[src/rtl/imm_pkg.sv]
package imm_pkg;

    localparam int LANE_W    = 8;
    localparam int MAX_LANES = 4;
    localparam int WORD_W    = LANE_W * MAX_LANES;
    localparam int CODE_W    = 2;
    localparam int CNT_W     = $clog2(MAX_LANES + 1);

    typedef enum logic {
        ST_IDLE = 1'b0,
        ST_FILL = 1'b1
    } fill_state_e;

    typedef struct packed {
        logic [CNT_W-1:0] need;
        logic             sext;
    } fill_req_t;

    // Code 0 selects the full width; any other code is the count itself.
    function automatic logic [CNT_W-1:0] lanes_for_code(input logic [CODE_W-1:0] code);
        if (code == '0) begin
            return CNT_W'(MAX_LANES);
        end
        return CNT_W'(code);
    endfunction

endpackage

[src/rtl/imm_size_decode.sv]
module imm_size_decode
    import imm_pkg::*;
(
    input  logic [CODE_W-1:0] code_i,
    output logic [CNT_W-1:0]  count_o
);

    always_comb begin
        count_o = lanes_for_code(code_i);
    end

endmodule

[src/rtl/imm_byte_collector.sv]
module imm_byte_collector #(
    parameter int LANES  = 4,
    parameter int LANE_W = 8,
    parameter int IDX_W  = $clog2(LANES + 1)
) (
    input  logic                    clk,
    input  logic                    rst,
    input  logic                    clear_i,
    input  logic                    take_i,
    input  logic [LANE_W-1:0]       byte_i,
    output logic [LANES*LANE_W-1:0] word_o,
    output logic [IDX_W-1:0]        idx_o
);

    logic [LANE_W-1:0] lane_q    [LANES];
    logic [LANE_W-1:0] lane_next [LANES];
    logic [IDX_W-1:0]  idx_q;

    for (genvar k = 0; k < LANES; k++) begin : g_lane
        always_comb begin
            lane_next[k] = (take_i && idx_q == IDX_W'(k)) ? byte_i : lane_q[k];
        end

        always_ff @(posedge clk) begin
            if (rst || clear_i) begin
                lane_q[k] <= '0;
            end else begin
                lane_q[k] <= lane_next[k];
            end
        end

        assign word_o[k*LANE_W +: LANE_W] = lane_next[k];
    end

    always_ff @(posedge clk) begin
        if (rst || clear_i) begin
            idx_q <= '0;
        end else if (take_i) begin
            idx_q <= idx_q + 1'b1;
        end
    end

    assign idx_o = idx_q;

    // the write position never runs past the last lane
    a_r2_idx_bound: assert property (@(posedge clk) disable iff (rst)
        idx_q <= IDX_W'(LANES));

endmodule

[src/rtl/imm_sign_fill.sv]
module imm_sign_fill #(
    parameter int LANES  = 4,
    parameter int LANE_W = 8,
    parameter int CNT_W  = $clog2(LANES + 1)
) (
    input  logic [LANES*LANE_W-1:0] word_i,
    input  logic [CNT_W-1:0]        count_i,
    input  logic                    sext_i,
    output logic [LANES*LANE_W-1:0] word_o
);

    logic sign_bit;
    logic fill_bit;

    always_comb begin
        sign_bit = 1'b0;
        for (int k = 0; k < LANES; k++) begin
            if (count_i == CNT_W'(k + 1)) begin
                sign_bit = word_i[(k+1)*LANE_W-1];
            end
        end
        fill_bit = sext_i & sign_bit;
    end

    for (genvar k = 0; k < LANES; k++) begin : g_fill
        assign word_o[k*LANE_W +: LANE_W] = (CNT_W'(k) < count_i)
                                          ? word_i[k*LANE_W +: LANE_W]
                                          : {LANE_W{fill_bit}};
    end

endmodule

[src/rtl/imm_extract.sv]
module imm_extract
    import imm_pkg::*;
(
    input  logic              clk,
    input  logic              rst,
    input  logic              start_i,
    input  logic [CODE_W-1:0] size_code_i,
    input  logic              sext_i,
    input  logic [LANE_W-1:0] byte_i,
    input  logic              byte_valid_i,
    output logic              byte_ready_o,
    output logic [WORD_W-1:0] result_o,
    output logic              done_o,
    output logic [CNT_W-1:0]  consumed_o
);

    fill_state_e       state_q;
    fill_req_t         req_q;
    logic [CNT_W-1:0]  code_count;
    logic [CNT_W-1:0]  idx;
    logic [WORD_W-1:0] raw_word;
    logic [WORD_W-1:0] filled_word;
    logic              start_ok;
    logic              take;
    logic              last_take;
    logic [WORD_W-1:0] result_q;
    logic [CNT_W-1:0]  count_q;
    logic              done_q;

    imm_size_decode u_decode (
        .code_i  (size_code_i),
        .count_o (code_count)
    );

    assign start_ok  = start_i && (state_q == ST_IDLE);
    assign take      = (state_q == ST_FILL) && byte_valid_i;
    assign last_take = take && ((idx + 1'b1) == req_q.need);

    imm_byte_collector #(
        .LANES  (MAX_LANES),
        .LANE_W (LANE_W),
        .IDX_W  (CNT_W)
    ) u_collect (
        .clk     (clk),
        .rst     (rst),
        .clear_i (start_ok),
        .take_i  (take),
        .byte_i  (byte_i),
        .word_o  (raw_word),
        .idx_o   (idx)
    );

    imm_sign_fill #(
        .LANES  (MAX_LANES),
        .LANE_W (LANE_W),
        .CNT_W  (CNT_W)
    ) u_fill (
        .word_i  (raw_word),
        .count_i (req_q.need),
        .sext_i  (req_q.sext),
        .word_o  (filled_word)
    );

    always_ff @(posedge clk) begin
        if (rst) begin
            state_q <= ST_IDLE;
            req_q   <= '0;
        end else if (start_ok) begin
            state_q     <= ST_FILL;
            req_q.need  <= code_count;
            req_q.sext  <= sext_i;
        end else if (last_take) begin
            state_q <= ST_IDLE;
        end
    end

    always_ff @(posedge clk) begin
        if (rst) begin
            result_q <= '0;
            count_q  <= '0;
            done_q   <= 1'b0;
        end else begin
            done_q <= last_take;
            if (last_take) begin
                result_q <= filled_word;
                count_q  <= req_q.need;
            end
        end
    end

    assign byte_ready_o = (state_q == ST_FILL);
    assign result_o     = result_q;
    assign consumed_o   = count_q;
    assign done_o       = done_q;

    // completion is a lone pulse
    a_r8_done_single: assert property (@(posedge clk) disable iff (rst)
        done_o |=> !done_o);

    // completion follows a handshake in the previous cycle
    a_r8_done_after_take: assert property (@(posedge clk) disable iff (rst)
        done_o |-> $past(byte_ready_o && byte_valid_i));

    // outputs only move in the done cycle
    a_r8_result_held: assert property (@(posedge clk) disable iff (rst)
        !done_o |-> ($stable(result_o) && $stable(consumed_o)));

    // no more bytes wanted once complete
    a_r6_ready_low_on_done: assert property (@(posedge clk) disable iff (rst)
        done_o |-> !byte_ready_o);

    // reported count stays within one to four
    a_r1_count_range: assert property (@(posedge clk) disable iff (rst)
        done_o |-> (consumed_o >= CNT_W'(1) && consumed_o <= CNT_W'(MAX_LANES)));

endmodule

[config.mk]
export PLATFORM = sky130hd
export DESIGN_NAME = imm_extract
export DESIGN_NICKNAME = d
export VERILOG_FILES = /design/src/rtl/imm_pkg.sv /design/src/rtl/imm_size_decode.sv /design/src/rtl/imm_byte_collector.sv /design/src/rtl/imm_sign_fill.sv /design/src/rtl/imm_extract.sv
export SDC_FILE = /design/constraint.sdc
export NUM_CORES = 1
export LEC_CHECK = 0
export BUFFER_PORTS_ARGS = -buffer_cell sky130_fd_sc_hd__buf_2
export CORE_ASPECT_RATIO = 2
export CORE_MARGIN = 5
export CORE_UTILIZATION = 48
export CTS_CLUSTER_DIAMETER = 80
export CTS_CLUSTER_SIZE = 16
export DETAILED_ROUTE_END_ITERATION = 8
export GPL_TIMING_DRIVEN = 0
export PLACE_DENSITY = 0.7
export SLEW_MARGIN = 20
export SYNTH_ARGS = -nofsm -noshare
export SYNTH_HDL_FRONTEND = slang
export SYNTH_SLANG_ARGS = --single-unit
[constraint.sdc]
create_clock -name clk -period 3.1 [get_ports clk]
set_input_delay 0.62 -clock clk [delete_from_list [all_inputs] [get_ports clk]]
set_output_delay 0.62 -clock clk [all_outputs]
set_load 0.005 [all_outputs]
==> results.md <==
| Stage | Parameter | This run |
| --- | --- | --- |
| setup path | Series of cell instances along the critical path | ha_1, ha_1, xnor2_1, nor4_1, clkbuf_1, o21ai_1, nor2_1, nor3_1 |
| synthesis | Area of the mapped netlist | 0.00308 sq mm |
| setup path | Startpoint Class | register |
| setup path | Data arrival time of the critical path | 2.73 ns |
| synthesis | Seq/Total Area, Yosys | 49.4% |
| drt | Avg Vias per Cell | 5.14 |
| global routing | Number of antenna violations at the first check in global routing | 0 |
| synthesis | EDFF count, synth | 0 |
| clock network | Clock Latency Late Sink | 0.33 ns |
| sta | Measured slew at the worst slew-check pin | 0.939 ns |
| clock network | Clock Tree Root | sky130_fd_sc_hd__clkbuf_16 |
| placement | Post-detail-place hpwl | 5610 microns |
| drt | Aggregate routed wire length | 7430 microns |
| sta | Hold Violations, Final | 0 |
| pwr | Standby leakage power | 1.69 nW |
| synthesis | Share of flip-flops with an asynchronous set or reset after synthesis | 0% |
| sta | Post-layout worst setup margin | 0.561 ns |
| floorplanning | Core box area | 0.00626 sq mm |
| setup path | Critical path type | register to register |
| synthesis | Post-synthesis average cell area | 9.06 sq um |
| clock network | Post-CTS Resized | 0 |
| setup path | CP max stage cell | sky130_fd_sc_hd__nor4_1 |
| drt | Initial DRT Pass Iterations | 4 |
| sta | Final critical path time including I/O delays and setup | 2.54 ns |
| layout | Layout fillers | 590 |
| sta | Worst slew slack as a fraction of its limit | 36.9% |
| clock network | Clock sink count | 76 |
| drt | Antenna Violating Nets Remaining | 0 |
| floorplanning | Die Y-Extent | 123 microns |
| layout | Share of layout cells above drive strength 1 | 20.0% |
| synthesis | Most frequently used flop master after synthesis | sky130_fd_sc_hd__dfxtp_1 |
| layout | Number of diodes | 0 |
| global routing | Pin count of the biggest net entering global routing | 13 |
| clock network | CTS HTree Levels | 3 |
| clock network | Postcts setup bufs | 0 |
| floorplanning | Die boundary width | 66.6 microns |
| clock network | Hold bufs inserted after CTS | 0 |
| synthesis | Most numerous cell in the Yosys netlist | sky130_fd_sc_hd__nor2_1 |
| drt | Final routed wire length divided by cell count | 15.1 microns |
| drt | DRC violation total after the first TritonRoute iteration | 116 |
| synthesis | Synth cell types | 34 |
| floorplanning | Num rows | 41 |
| setup path | Critical path required time | 3.29 ns |
| min path | Type of the worst min-delay path | register to register |
| synthesis | Total of flip-flops plus latches after synthesis | 76 |
| setup path | Kind of end point of the critical path | register |
| floorplanning | Initial Utilization | 49.2% |
| sta | Setup violations, final | 0 |
| sta | RSZ-0062 raised after global routing | false |
| pwr | Largest voltage drop on the vdd net | 0.456 mV |
| setup path | Cell seen most often among critical-path stages | sky130_fd_sc_hd__ha_1 |
| floorplanning | Die footprint | 0.00821 sq mm |
| pwr | Ratio of total power to cell area | 612 mW/mm^2 |
| global routing | GRT Util Overall | 19.7% |
| sta | Post-route fraction of the period consumed by the critical path | 81.9% |
| placement | Pre-CTS setup slack | 0.569 ns |
| sta | Setup Total Neg Slack | 0 ns |
| synthesis | Synth top area cells | sky130_fd_sc_hd__dfxtp_1, sky130_fd_sc_hd__mux2i_1, sky130_fd_sc_hd__nor2_1 |
| global routing | Number of global-route vias before repair | 2462 |
| synthesis | Syn_nets | 360 |
| clock network | Clock tree from TritonCTS | built |
| sta | Final clock skew | 0.00626 ns |
| sta | Final count of pins violating max slew | 0 |
| synthesis | Post-synthesis instance total | 340 |
| setup path | Largest stage delay on the critical path | 0.36 ns |
| layout | Area growth from synthesis to final layout | 22.3% |
| run status | Status | complete, no violations |
| drt | Via count | 2523 |
| sta | Max Fclk | 394 MHz |
| layout | # nets final | 420 |
| synthesis | Cell types with the highest counts after synthesis | sky130_fd_sc_hd__nor2_1, sky130_fd_sc_hd__dfxtp_1, sky130_fd_sc_hd__mux2i_1, sky130_fd_sc_hd__a21oi_1, sky130_fd_sc_hd__nor3_1 |
| global routing | Overflow left after global routing | 0 |
| synthesis | Area fraction of the dominant cell type after synthesis | 49.4% |
| setup path | Largest fanout on the critical path | 10 |
| clock network | Largest buffer count on any clock path | 2 |
| clock network | Total CTS buffers | 9 |
| placement | Count of placed standard cells including taps | 475 |
| layout | Final standard cell count with taps included and fillers excluded | 491 |
| job | Maximum Capacitance Violations | 0 |
| placement | Final weighted congestion of routability-driven global placement | 0.842 |
| placement | Port buffer count | 49 |
| global routing | Global-route wire length before repair | 12100 microns |
| synthesis | Leading area contributor after synthesis | sky130_fd_sc_hd__dfxtp_1 |
| clock network | Clock-pin slew on the worst setup and hold paths | 0.06 ns |
| floorplanning | I/O pin cnt | 52 |
| drt | Remaining routing DRC violations | 0 |
| synthesis | Yosys warning total | 0 |
where the power goes:
part	internal (mW)	leakage (nW)	switching, mW
Sequential	0.992	0.614	0.00888
Clock	0.784	0.163	0.379
Combinational	0.0483	0.912	0.0909
Total	1.82	1.69	0.479
area by class of cell:
class | instances | area [sq um] | share of cell area, %
Tap cell | 86 | 108 | 2.86
Multi-Input combinational cell | 235 | 1410 | 37.4
Clock buffer | 11 | 233 | 6.18
Sequential cell | 76 | 1520 | 40.4
Timing Repair Buffer | 49 | 245 | 6.51
Clock inverter | 5 | 100 | 2.66
Inverter | 4 | 15.0 | 0.399
Buffer | 25 | 134 | 3.56
worst max-delay path: cells and delay by family, from the launching register on:
kind            cells  cell delay [ns]
simple gates        3             0.68
fa+ha+maj           2             0.55
flops               1             0.35
buf+inv             1             0.34
compound gates      1             0.33
xor+xnor            1             0.15
cell usage in the layout (no fill, tap or decap), drive strengths merged, types with 4 or more instances in the layout:
cell type / synthesis / final
dfxtp: 76 / 76
o21ai: 18 / 18
o22ai: 8 / 8
nand3: 4 / 4
a21oi: 26 / 26
buf: 11 / 60
nor2: 77 / 77
nor3b: 8 / 8
ha: 5 / 5
nor3: 19 / 19
nand2: 15 / 15
clkbuf: 14 / 25
nand4b: 4 / 4
mux2i: 32 / 32
inv: 4 / 4
logic make-up after synthesis:
| kind of cell | synth area share, % |
|---|---|
| and+or+nand+nor | 21.7 |
| DFF | 49.4 |
| AOI/OAI and AO/OA | 10.2 |
| muxes | 10.8 |
| buffers and inverters | 4.84 |
| adders and majority gates | 2.03 |
| xor gates and xnor gates | 1.14 |
state kept, by name (all words and copies together), names as in the netlist:
name and cells:
done_o 1, consumed_o 3, byte_ready_o 1, u_collect.idx_o 3, u_collect.lane_q 32, req_q 4, result_o 32
path summary, 6_finish.rpt:
kind                                          from             to  slack (ns)  depth (start not counted)
worst max-delay path            u_collect.idx_o[0]   result_o[11]        0.56                          8
worst min-delay path                 consumed_o[1]  consumed_o[1]        0.47                          2
worst max register to register  u_collect.idx_o[0]   result_o[11]        0.56                          8
worst min register to register       consumed_o[1]  consumed_o[1]        0.47                          2
per-layer routing:
metal	GRT usage [%]	routed length, microns	up-vias
met1	21.9	3060	1187
li1	-	-	1274
met2	34.1	4000	52
met5	0	0	-
met3	4.36	221	10
met4	10.2	154	0
stage by stage:
step / total power, mW / hold slack [ns] / area, sq um / utilization [%]
3_5_place_dp: 1.16 / 0.454 / 3430 / 54.8
2_1_floorplan: 1.11 / 0.453 / 3080 / -
4_1_cts: 2.32 / 0.471 / 3760 / 60.2
3_3_place_gp: 1.16 / 0.448 / 3430 / 54.8
5_1_grt: 2.38 / 0.494 / 3760 / 60.2
6_report: 2.30 / 0.470 / 3760 / 60.2
(Power assumes the default switching activity.)
